`config.mk`:
```
export PLATFORM = sky130hd
export DESIGN_NAME = sdram_init_seq
export DESIGN_NICKNAME = d
export VERILOG_FILES = /design/src/rtl/sdram_init_pkg.sv /design/src/rtl/sdram_init_ctrl.sv /design/src/rtl/sdram_init_dpath.sv /design/src/rtl/sdram_init_seq.sv
export SDC_FILE = /design/constraint.sdc
export NUM_CORES = 1
export LEC_CHECK = 0
export ABC_AREA = 0
export BUFFER_PORTS_ARGS = -buffer_cell sky130_fd_sc_hd__buf_2
export CAP_MARGIN = 30
export CORE_UTILIZATION = 30
export CTS_CLUSTER_SIZE = 40
export DETAILED_ROUTE_END_ITERATION = 10
export PLACE_DENSITY = 0.5
export SETUP_SLACK_MARGIN = 0.05
export SYNTH_ARGS = -nofsm -noshare
export SYNTH_HDL_FRONTEND = slang
export SYNTH_SLANG_ARGS = --single-unit
```
`constraint.sdc`:
```
create_clock -name clk -period 2 [get_ports clk]
set_input_delay 0.1 -clock clk [delete_from_list [all_inputs] [get_ports clk]]
set_output_delay 0.1 -clock clk [all_outputs]
set_load 0.02 [all_outputs]
```
`src/rtl/sdram_init_pkg.sv`:
```
package sdram_init_pkg;

  typedef enum logic [3:0] {
    CMD_DESEL = 4'b1111,
    CMD_NOP   = 4'b0111,
    CMD_PALL  = 4'b0010,
    CMD_REF   = 4'b0001,
    CMD_MRS   = 4'b0000
  } cmd_e;

  typedef enum logic [3:0] {
    ST_PWAIT, ST_ARM, ST_PALL, ST_GAP_RP, ST_REF,
    ST_GAP_RC, ST_MRS, ST_GAP_MRS, ST_DONE
  } state_e;

  typedef struct packed {
    cmd_e cmd;
    logic waitInc;
    logic loadRp;
    logic loadRc;
    logic gapDec;
    logic refInc;
    logic finished;
  } strobe_t;

endpackage

```
`src/rtl/sdram_init_ctrl.sv`:
```
module sdram_init_ctrl
  import sdram_init_pkg::*;
(
  input  logic    clk,
  input  logic    rstN,
  input  logic    start,
  input  logic    waitDone,
  input  logic    gapZero,
  input  logic    refAll,
  output strobe_t stb
);

  state_e state, stateNext;

  always_ff @(posedge clk) begin
    if (!rstN) state <= ST_PWAIT;
    else       state <= stateNext;
  end

  always_comb begin
    stateNext    = state;
    stb.cmd      = CMD_DESEL;
    stb.waitInc  = 1'b0;
    stb.loadRp   = 1'b0;
    stb.loadRc   = 1'b0;
    stb.gapDec   = 1'b0;
    stb.refInc   = 1'b0;
    stb.finished = 1'b0;
    case (state)
      ST_PWAIT: begin
        if (waitDone) stateNext = ST_ARM;
        else          stb.waitInc = 1'b1;
      end
      ST_ARM: begin
        if (start) stateNext = ST_PALL;
      end
      ST_PALL: begin
        stb.cmd    = CMD_PALL;
        stb.loadRp = 1'b1;
        stateNext  = ST_GAP_RP;
      end
      ST_GAP_RP: begin
        stb.cmd = CMD_NOP;
        if (gapZero) stateNext  = ST_REF;
        else         stb.gapDec = 1'b1;
      end
      ST_REF: begin
        stb.cmd    = CMD_REF;
        stb.loadRc = 1'b1;
        stb.refInc = 1'b1;
        stateNext  = ST_GAP_RC;
      end
      ST_GAP_RC: begin
        stb.cmd = CMD_NOP;
        if (gapZero) stateNext  = refAll ? ST_MRS : ST_REF;
        else         stb.gapDec = 1'b1;
      end
      ST_MRS: begin
        stb.cmd   = CMD_MRS;
        stateNext = ST_GAP_MRS;
      end
      ST_GAP_MRS: begin
        stb.cmd   = CMD_NOP;
        stateNext = ST_DONE;
      end
      ST_DONE: stb.finished = 1'b1;
      default: stateNext = ST_PWAIT;
    endcase
  end

endmodule

```
`src/rtl/sdram_init_dpath.sv`:
```
module sdram_init_dpath
  import sdram_init_pkg::*;
#(
  parameter int WAIT_W    = 16,
  parameter int ADDR_W    = 13,
  parameter int REF_COUNT = 8,
  parameter int GAP_W     = 2
) (
  input  logic              clk,
  input  logic              rstN,
  input  strobe_t           stb,
  input  logic [WAIT_W-1:0] pwrWait,
  input  logic [GAP_W-1:0]  trpSel,
  input  logic [GAP_W-1:0]  trcSel,
  input  logic              busWide,
  input  logic              casLat3,
  input  logic              burstWrite,
  output logic              waitDone,
  output logic              gapZero,
  output logic              refAll,
  output logic [3:0]        cmdPins,
  output logic [ADDR_W-1:0] addr,
  output logic              done
);

  localparam int RC_W   = $clog2(REF_COUNT + 1);
  localparam int MODE_W = 10;

  logic [WAIT_W-1:0] waitCnt;
  logic [GAP_W-1:0]  gapCnt;
  logic [RC_W-1:0]   refCnt;
  logic [MODE_W-1:0] modeWord;
  logic [ADDR_W-1:0] modeAddr;

  assign waitDone = (waitCnt == pwrWait);
  assign gapZero  = (gapCnt == '0);
  assign refAll   = (refCnt == RC_W'(REF_COUNT));

  // write policy at bit 9, CAS latency in 6:4, burst length code 0 in 2:0
  assign modeWord = {~burstWrite, 2'b00, (casLat3 ? 3'd3 : 3'd2), 1'b0, 3'b000};
  assign modeAddr = busWide ? (ADDR_W'(modeWord) << 2) : (ADDR_W'(modeWord) << 1);

  always_ff @(posedge clk) begin
    if (!rstN) begin
      waitCnt <= '0;
      gapCnt  <= '0;
      refCnt  <= '0;
      cmdPins <= CMD_DESEL;
      addr    <= '0;
      done    <= 1'b0;
    end else begin
      if (stb.waitInc) waitCnt <= waitCnt + 1'b1;
      if (stb.loadRp)      gapCnt <= trpSel;
      else if (stb.loadRc) gapCnt <= trcSel;
      else if (stb.gapDec) gapCnt <= gapCnt - 1'b1;
      if (stb.refInc) refCnt <= refCnt + 1'b1;
      cmdPins <= stb.cmd;
      addr    <= (stb.cmd == CMD_MRS) ? modeAddr : '0;
      done    <= stb.finished;
    end
  end

endmodule

```
`src/rtl/sdram_init_seq.sv`:
```
module sdram_init_seq
  import sdram_init_pkg::*;
#(
  parameter int WAIT_W    = 16,
  parameter int ADDR_W    = 13,
  parameter int REF_COUNT = 8
) (
  input  logic              clk,
  input  logic              rstN,
  input  logic              start,
  input  logic              busWide,
  input  logic              casLat3,
  input  logic              burstWrite,
  input  logic [1:0]        trpSel,
  input  logic [1:0]        trcSel,
  input  logic [WAIT_W-1:0] pwrWait,
  output logic              csN,
  output logic              rasN,
  output logic              casN,
  output logic              weN,
  output logic [ADDR_W-1:0] addr,
  output logic              done
);

  strobe_t    stb;
  logic       waitDone, gapZero, refAll;
  logic [3:0] cmdPins;

  sdram_init_ctrl u_ctrl (
    .clk(clk), .rstN(rstN), .start(start),
    .waitDone(waitDone), .gapZero(gapZero), .refAll(refAll), .stb(stb)
  );

  sdram_init_dpath #(
    .WAIT_W(WAIT_W), .ADDR_W(ADDR_W), .REF_COUNT(REF_COUNT), .GAP_W(2)
  ) u_dpath (
    .clk(clk), .rstN(rstN), .stb(stb), .pwrWait(pwrWait),
    .trpSel(trpSel), .trcSel(trcSel), .busWide(busWide),
    .casLat3(casLat3), .burstWrite(burstWrite),
    .waitDone(waitDone), .gapZero(gapZero), .refAll(refAll),
    .cmdPins(cmdPins), .addr(addr), .done(done)
  );

  assign {csN, rasN, casN, weN} = cmdPins;

endmodule

```
Yosys cells after proc, flatten, opt, wreduce, memory -nomap -nowiden

Cells that the tools add are included.

Register bits: 44
Input bits: 26
Logic and storage cells: 59

Add/sub/neg operators: 3
Equal/unequal tests: 14
Mux-type cells: 19
Bitwise gates (word level): 4
Reduce and logical (&&, ||, !) cells: 10

Operator list:

| operator                                                                | number |
|---|---|
| 4-bit one-hot mux with 9 select lines                                   | 1 |
| 16-bit by 1-bit adder with 16-bit output, second input constant         | 1 |
| 16-bit == test                                                          | 1 |
| 4-bit by 3-bit == test with 1-bit output, second input constant         | 4 |
| 4-bit 2-to-1 mux                                                        | 4 |
| 4-bit one-hot mux with 4 select lines                                   | 1 |
| 4-bit by 2-bit == test with 1-bit output, second input constant         | 2 |
| 4-bit == test, second input constant                                    | 2 |
| 4-bit logical NOT                                                       | 2 |
| 1-bit 2-to-1 mux                                                        | 8 |
| 2-bit 2-to-1 mux                                                        | 4 |
| 8-bit 2-to-1 mux                                                        | 1 |
| 2-bit inequality test, second input constant                            | 3 |
| 3-bit OR reduction                                                      | 2 |
| 5-bit AND reduction                                                     | 1 |
| 4-bit by 1-bit adder with 4-bit output, second input constant           | 1 |
| 4-bit by 1-bit == test with 1-bit output, second input constant         | 1 |
| 1-bit NOT                                                               | 4 |
| 3-bit AND reduction                                                     | 1 |
| 3-bit nonzero test                                                      | 1 |
| 2-bit logical NOT                                                       | 1 |
| 2-bit by 1-bit inequality test with 1-bit output, second input constant | 1 |
| 2-bit AND reduction                                                     | 1 |
| 2-bit OR reduction                                                      | 1 |
| 2-bit by 1-bit subtractor with 2-bit output, second input constant      | 1 |

Depth between registers and ports, before layout

Gate-level depths: netlist of the first run.

Depth after elaboration: 6
Depth in mapped cells: 7
Depth with buffers taken out: 7

Hierarchy

From an unflattened synthesis of the first run, not the netlist that was laid out.

Cells, all modules: 220
Area total of the unflattened synthesis: 1969.4 um^2

By module, submodules not included:

| module           | times used | cells each | area each (um^2) | sequential area each (um^2) |
|---|---|---|---|---|
| sdram_init_dpath | 1          | 175        | 1587.8           | 640.6 |
| sdram_init_ctrl  | 1          | 45         | 381.6            | 80.1 |

Least setup slack after synthesis of the first run

Ideal clock, no wire load.

Path type: register -> register
Start point: reg u_ctrl.state[1]
End point: reg u_dpath.waitCnt[11]
Setup time: 70 ps
Arrival: 1702 ps
Path slack: 228 ps
Stages on the path, launching flop included: 7
Path buffers: 1
Clock period less this slack: 1772 ps
Path through: dfxtp_1 -> buf_6 -> nor3_4 -> nand4_4 -> or4_1 -> or3_1 -> a21oi_1

Cells in the longest elaborated chain, start to end: 2

Ends and longest elaborated chain:

| element                | line                   | text |
|---|---|---|
| start, declared        | sdram_init_ctrl.sv:13  | `state_e state, stateNext;` |
| start signal, assigned | sdram_init_ctrl.sv:17  | `else state <= stateNext;` |
| 4-bit logical NOT      | sdram_init_ctrl.sv:29  | `case (state)` |
| 1-bit 2-to-1 mux       | sdram_init_ctrl.sv:29  |  |
| end signal, assigned   | sdram_init_dpath.sv:52 | `if (stb.waitInc) waitCnt <= waitCnt + 1'b1;` |
| end, declared          | sdram_init_dpath.sv:29 | `logic [WAIT_W-1:0] waitCnt;` |

No other way between the ends.
A chain may end at the register's enable or synchronous reset.

Worst setup path in the final report of the first run

Start point: reg u_ctrl.state[1]
End point: reg u_dpath.waitCnt[10]

Same word-level chain as after synthesis.

==> results of run 1 <==
[cell usage after synthesis (all sizes together)]
cell,count
xnor2,17
mux2,1
inv,8
a211oi,2
nand4bb,1
dfxtp,36
nand2b,9
clkbuf,9
a21oi,15
or4b,1
nor4b,2
nor4,6
ha,4
o21bai,1
or4,2
o211ai,2
o22ai,1
nand2,24
and4bb,1
nand3,5
o221ai,1
xor2,2
o21ai,9
or3,7
mux2i,9
nand4,9
a31oi,1
o31ai,1
nor2,13
buf,11
conb,1
o21a,1
nor3,8
nand3b,1
nand4b,2
[layer usage]
| metal | vias to the layer above | global-route usage [%] | part of all wire [%] |
|---|---|---|---|
| met5 | - | 0 | 0 |
| met3 | 8 | 3.44 | 4.7 |
| met1 | 710 | 19.6 | 51 |
| met4 | 0 | 5.79 | 2.0 |
| li1 | 848 | - | - |
| met2 | 42 | 19.2 | 42 |
[logic make-up after synthesis]
family,count (synthesis)
adders and majority gates,4
buffers and inverters,28
muxes,10
other,1
AOI/OAI and AO/OA,34
xor gates and xnor gates,19
DFF,36
and+or+nand+nor,91
[where the power goes]
| part | switching, mW | total, mW | internal (mW) |
|---|---|---|---|
| logic | 0.0604 | 0.109 | 0.0482 |
| clock network | 0.283 | 0.526 | 0.243 |
| registers | 0.00580 | 0.727 | 0.721 |
| total | 0.349 | 1.36 | 1.01 |
[metrics by stage]
stage	hold slack (ps)	cell area, sq um	util, %
after global placement	285	2180	36.1
after CTS	3.45	2270	37.7
after detailed placement	286	2180	36.1
after floorplan	177	1930	-
after global routing	14.0	2270	37.7
final	18.2	2270	37.7
[critical path, cell delays in order (launching register included)]
cell and delay [ps]:
dfxtp_1 360, or3_1 430, nor3_2 330, nand4_1 150, or3_1 320, a21oi_1 130
[worst paths after layout]
path	from	end	slack [ps]	cells past startpoint
hold / removal	busWide	u_dpath.addr[10]	20	2
hold reg to reg	u_dpath.gapCnt[1]	u_dpath.gapCnt[1]	480	2
setup reg to reg	u_ctrl.state[1]	u_dpath.waitCnt[10]	200	5
setup / recovery	u_ctrl.state[1]	u_dpath.waitCnt[10]	200	5
[area by class of cell]
type                       instances  area share, %
sequential                        36           31.7
inverter                           8           1.32
timing repair buffer              47           11.8
clock inverter                     3          0.825
tap                               75           4.13
multi-input combinational        166           47.2
clock buffer                       5           3.03
[registers in the layout, summed over array words and instances, names as in the netlist]
signal           flops
u_dpath.waitCnt     16
u_dpath.addr         5
u_ctrl.state         4
u_dpath.cmdPins      4
u_dpath.refCnt       4
u_dpath.gapCnt       2
u_dpath.done         1
==> reports/metrics.yaml, run 1 <==
status:
  status: "completed"
final_layout:
  insertedDiodeCount: 0
  nets: 294
  synthToLayoutAreaGrowth_pct: 19.2
  layout_common_cells: "36 x dfxtp_1, 35 x buf_2, 24 x nand2_1, 17 x xnor2_1, 15 x a21oi_1"
  layout_commonest_cell: "dfxtp_1"
  final-instance-count-excl-fill: 340
  post_route_cells_drive_above_1_share_pct: 23.4
  seqCellArea_sq_um: 721
  area_occupied_by_multi_input_gates_sq_um: 1070
  fillCellCount: 641
global_routing:
  grt_first_pass_wirelength_um: 6830
  grt_overflow: 0
  largest_net_degree_at_the_start_of_global_routing: 22
  via_count_of_the_first_global_routing_pass: 1446
  grt_antenna_before_repair: 0
  gr-usage-all-layers_pct: 13.7
clock_tree:
  cts_num_sinks: 36
  clock_path_buffers: 2
  cts_hold_repair.buffers: 1
  post_cts_buffers: 0
  numCtsBuffers: 5
  clk-insertion-delay-late_ps: 290
  clock_pin_slew_of_the_registers_on_the_worst_case_setup_and_hold_paths_ps: 80
  cts_resized: 0
  clock-root-buffer: "clkbuf_8"
  cts_tree: "yes"
  cts_htree_levels: 2
route:
  drc: 0
  drtAntennaViolNets: 0
  totalWireLength_um: 4080
  detailedRoute.firstIterationViolations: 88
  wl_per_cell_um: 12.0
  via_per_inst: 4.73
  drt_first_pass_iters: 4
  vias: 1608
timing:
  hold_viol: 0
  highest_clock_frequency_the_design_can_meet_mhz: 556
  final.setup.worst_slack_ps: 201
  finalClockSkew_ps: 2.97
  totalNegativeSetupSlack_ps: 0
  setup_repair_after_global_routing_missed_its_margin: "false"
  setup_violations: 0
  final_period_minus_worst_setup_slack_ps: 1800
  final-max-slew-violation-count: 0
  timing_worst_slew_pin_value_ps: 534
  min_period_over_period_pct: 90.0
  slew-limit-headroom_pct: 64.1
placed_design:
  numPortBuffers: 35
  dp_worst_setup_slack_ps: 210
  gp_congestion: 0.762
  post-dp-hpwl_um: 3010
  numPlacedInstances: 331
floorplanning:
  rows: 28
  overall_die_height_um: 81.8
  floorplan.die.width_um: 81.8
  core-area_sq_um: 6030
  pin_count: 44
  dieArea_sq_um: 6680
  effective_utilization_at_floorplan_pct: 31.7
worst_setup_path:
  crit_arrival_ps: 2020
  setup.worst_path.end_class: "register"
  setup.worst_path.class: "reg2reg"
  worst_ep_required_time_ps: 2220
  path_max_fanout: 5
  startpoint_type: "register"
logic_synthesis:
  yosys.area.top_type: "dfxtp_1"
  netlist_instances: 223
  synth_simple_gate_area_share_pct: 27.6
  netlist.area_leader.share_pct: 37.8
  synthXorXnorAreaFrac_pct: 8.72
  yosys_register_bits: 36
  post_synth_fa_ha_maj_area_fraction_pct: 2.62
  synth_area_leaders: "dfxtp_1 38%, xnor2_1 7.8%, mux2i_1 4.7%, nand2_1 4.7%, a21oi_1 3.9%"
  synthDistinctLibCells: 41
  ys.warnings.count: 0
  complex_gate_fraction_of_the_synthesized_area_pct: 10.2
  synthMuxAreaShare_pct: 5.31
  syn_area_per_cell_sq_um: 8.56
  synth_top_family_by_area: "simple AND/OR/NAND/NOR gates"
  mappedNetlistArea_sq_um: 1910
  synth_sequential_area_ratio_pct: 37.8
pwr:
  irDropWorstVdd_v: 0.000274
  powerDensity_nw_per_um2: 598
  p_leak_nw: 0.861
  totalPowerFinal_mw: 1.36
hold_path:
  min_path_type: "in2reg"
run:
  max-cap-violations: 0
Power figures use the tool's default switching activity.
==> run 2, diff against run 1 <==
CORE_UTILIZATION = 53   (was 30)
PLACE_DENSITY = 0.79   (was 0.5)
==> run 2 against run 1 <==
Compared with the run above: clock skew rose by 3.8 ps; highest routed layer unchanged; worst setup slack worse by 20 ps; flip-flop and latch count did not move; largest cell class unchanged; cell count is 7.9% lower; first-iteration DRC count up 31%; critical path type unchanged; fmax fell by 1.1%; final area down 1.3%; critical path depth stayed put; clock power shrank 25%; power down 9.3%.
==> reports/metrics.yaml, run 2 (synthesized netlist as in run 1, its figures left out) <==
global_routing:
  grt_overflow: 0  # unchanged
  via_count_of_the_first_global_routing_pass: 1403  # -3.0%
  gr-usage-met2_pct: 36.5  # +17 points
  grt_first_pass_wirelength_um: 6220  # -8.9%
  grt_util_met1_pct: 27.4  # +7.9 points
  gr-usage-all-layers_pct: 22.7  # +9.0 points
  largest_net_degree_at_the_start_of_global_routing: 22  # unchanged
  met3_usage_pct: 6.63  # +3.2 points
  grt_peak_use_layer: "met2"
  grt_antenna_before_repair: 0  # unchanged
clock_tree:
  cts_htree_levels: 2  # unchanged
  clock_pin_slew_of_the_registers_on_the_worst_case_setup_and_hold_paths_ps: 120  # +40 ps
  clock_path_buffers: 2  # unchanged
  cts_num_sinks: 36  # unchanged
  clk-insertion-delay-late_ps: 350  # +60 ps
  cts_tree: "yes"
  numCtsBuffers: 5  # unchanged
  clock-root-buffer: "clkbuf_4"
  post_cts_buffers: 0  # unchanged
floorplanning:
  pin_count: 44  # unchanged
  core-area_sq_um: 3390  # -44%
  dieArea_sq_um: 3840  # -42%
  rows: 21  # -25%
  floorplan.die.width_um: 62  # -24%
  effective_utilization_at_floorplan_pct: 56.3  # +25 points
  overall_die_height_um: 62  # -24%
hold_path:
  worstHoldEndpoint: "u_dpath.gapCnt[1]"
  min_path_type: "in2reg"
  whs_path_depth: 3  # +1
  worst_hold_startpoint: "trpSel[1]"
final_layout:
  layout_commonest_cell: "dfxtp_1"
  post_route_cells_drive_above_1_share_pct: 23.2  # -0.18 points
  area_occupied_by_multi_input_gates_sq_um: 1090  # +1.4%
  fillCellCount: 314  # -51%
  insertedDiodeCount: 0  # unchanged
  max_reg_flops: 16  # unchanged
  synthToLayoutAreaGrowth_pct: 17.7
  final_util_pct: 66.3  # +29 points
  top_regs: "u_dpath.waitCnt x16, u_dpath.addr x5"
  nets: 296  # +0.68%
  final-instance-count-excl-fill: 313  # -7.9%
  seqCellArea_sq_um: 721  # unchanged
  regMostFlops: "u_dpath.waitCnt"
  layout_common_cells: "36 x dfxtp_1, 35 x buf_2, 24 x nand2_1, 17 x xnor2_1, 15 x a21oi_1"
worst_setup_path:
  worst_ep_required_time_ps: 2280  # +60 ps
  setup.worst_path.end_class: "register"
  path_max_fanout: 3  # -2
  startpoint_type: "register"
  worst-r2r-cell-count: 5  # unchanged
  setup.worst_path.class: "reg2reg"
  crit_arrival_ps: 2100  # +80 ps
  worst_reg2reg_setup_slack_ps: 180  # -20 ps
  r2r-start: "u_ctrl.state[0]"
  critical_path.reg2reg.endpoint: "u_dpath.waitCnt[11]"
pwr:
  switchingPower_mw: 0.325  # -6.9%
  power_frac_comb_pct: 9.4  # +1.4 points
  p_seq_share_pct: 58.9  # +5.5 points
  power.switching_fraction_pct: 26.3  # +0.66 points
  power_frac_clock_pct: 31.7  # -6.9 points
  cell_internal_power_mw: 0.910  # -10%
  irDropWorstVdd_v: 0.000431  # +58%
  powerDensity_nw_per_um2: 550  # -8.1%
  p_leak_nw: 0.863  # +0.25%
timing:
  hold_viol: 0  # unchanged
  finalClockSkew_ps: 6.75  # +3.78 ps
  totalNegativeSetupSlack_ps: 0  # unchanged
  finalHoldWorstSlack_ps: 51.4  # +33.2 ps
  min_period_over_period_pct: 91.0  # +1.0 points
  setup_repair_after_global_routing_missed_its_margin: "true"
  final-max-slew-violation-count: 0  # unchanged
  timing_worst_slew_pin_value_ps: 582  # +47.5 ps
  final.setup.worst_slack_ps: 181  # -20.2 ps
  setup_violations: 0  # unchanged
  slew-limit-headroom_pct: 60.9  # -3.2 points
  final_period_minus_worst_setup_slack_ps: 1820  # +20.2 ps
  highest_clock_frequency_the_design_can_meet_mhz: 550  # -1.1%
status:
  status: "completed"
placed_design:
  post-dp-hpwl_um: 2660  # -12%
  dp_worst_setup_slack_ps: 170  # -39.9 ps
  numPlacedInstances: 301  # -9.1%
  numPortBuffers: 35  # unchanged
  gp_congestion: 0.851  # +12%
route:
  drc: 0  # unchanged
  via_per_inst: 5.28  # +12%
  wl_per_cell_um: 12.4  # +3.2%
  drtAntennaViolNets: 0  # unchanged
  totalWireLength_um: 3880  # -5.0%
  drt_first_pass_iters: 4  # unchanged
  vias: 1653  # +2.8%
  detailedRoute.firstIterationViolations: 115  # +31%
run:
  max-cap-violations: 0  # unchanged
==> run 2: how the worst max path moves through the flow <==
stage | to | depth (start not counted) | from
final | u_dpath.waitCnt[11] | 5 | u_ctrl.state[0]
after global routing | u_dpath.waitCnt[10] | 5 | u_ctrl.state[0]
after CTS | u_dpath.waitCnt[10] | 5 | u_ctrl.state[0]
after detailed placement | u_dpath.waitCnt[10] | 5 | u_ctrl.state[0]
after global placement | u_dpath.waitCnt[10] | 5 | u_ctrl.state[0]
after floorplan | u_dpath.waitCnt[11] | 6 | u_ctrl.state[1]
==> run 2: worst max-delay path, cell delays in order (launching register included) <==
cell and delay, ps:
dfxtp_1 360, nor3_4 270, nand4_4 130, or4_1 530
or3_1 320, a21oi_1 140
==> run 2: layer usage <==
layer | part of all wire, % | wire length, um | vias to the layer above
li1 | - | - | 853
met1 | 46 | 1800 | 744
met2 | 47 | 1840 | 50
met3 | 4.1 | 159 | 6
met4 | 2.0 | 76 | 0
met5 | 0 | 0 | -
==> run 2: area by class of cell <==
cell class	instances	share of cell area, %
inverter	8	1.34
clock buffer	5	1.67
sequential	36	32.1
clock inverter	3	0.836
tap	46	2.56
multi-input combinational	166	48.5
timing repair buffer	49	13.0
==> run 2: what timing repair did <==
item / 4_1_cts / 5_1_grt
hold endpoints to repair: 4 / 0
hold buffers: 3 / 0
gates resized for setup: 0 / 2
setup endpoints to repair: 0 / 3
==> run 2: power groups by stage <==
stage               clock (mW)  sequential [mW]  combinational (mW)
CTS                      0.408            0.727               0.115
global route             0.441            0.728               0.129
detailed placement           0            0.743               0.111
global placement             0            0.743               0.108
floorplan                    0            0.746              0.0732
finish                   0.392            0.727               0.116
==> run 2: through the flow <==
stage	total power, mW	cell area [sq um]
2_1_floorplan	0.820	1930
3_3_place_gp	0.851	2130
3_5_place_dp	0.854	2130
4_1_cts	1.25	2220
5_1_grt	1.30	2250
6_report	1.24	2250
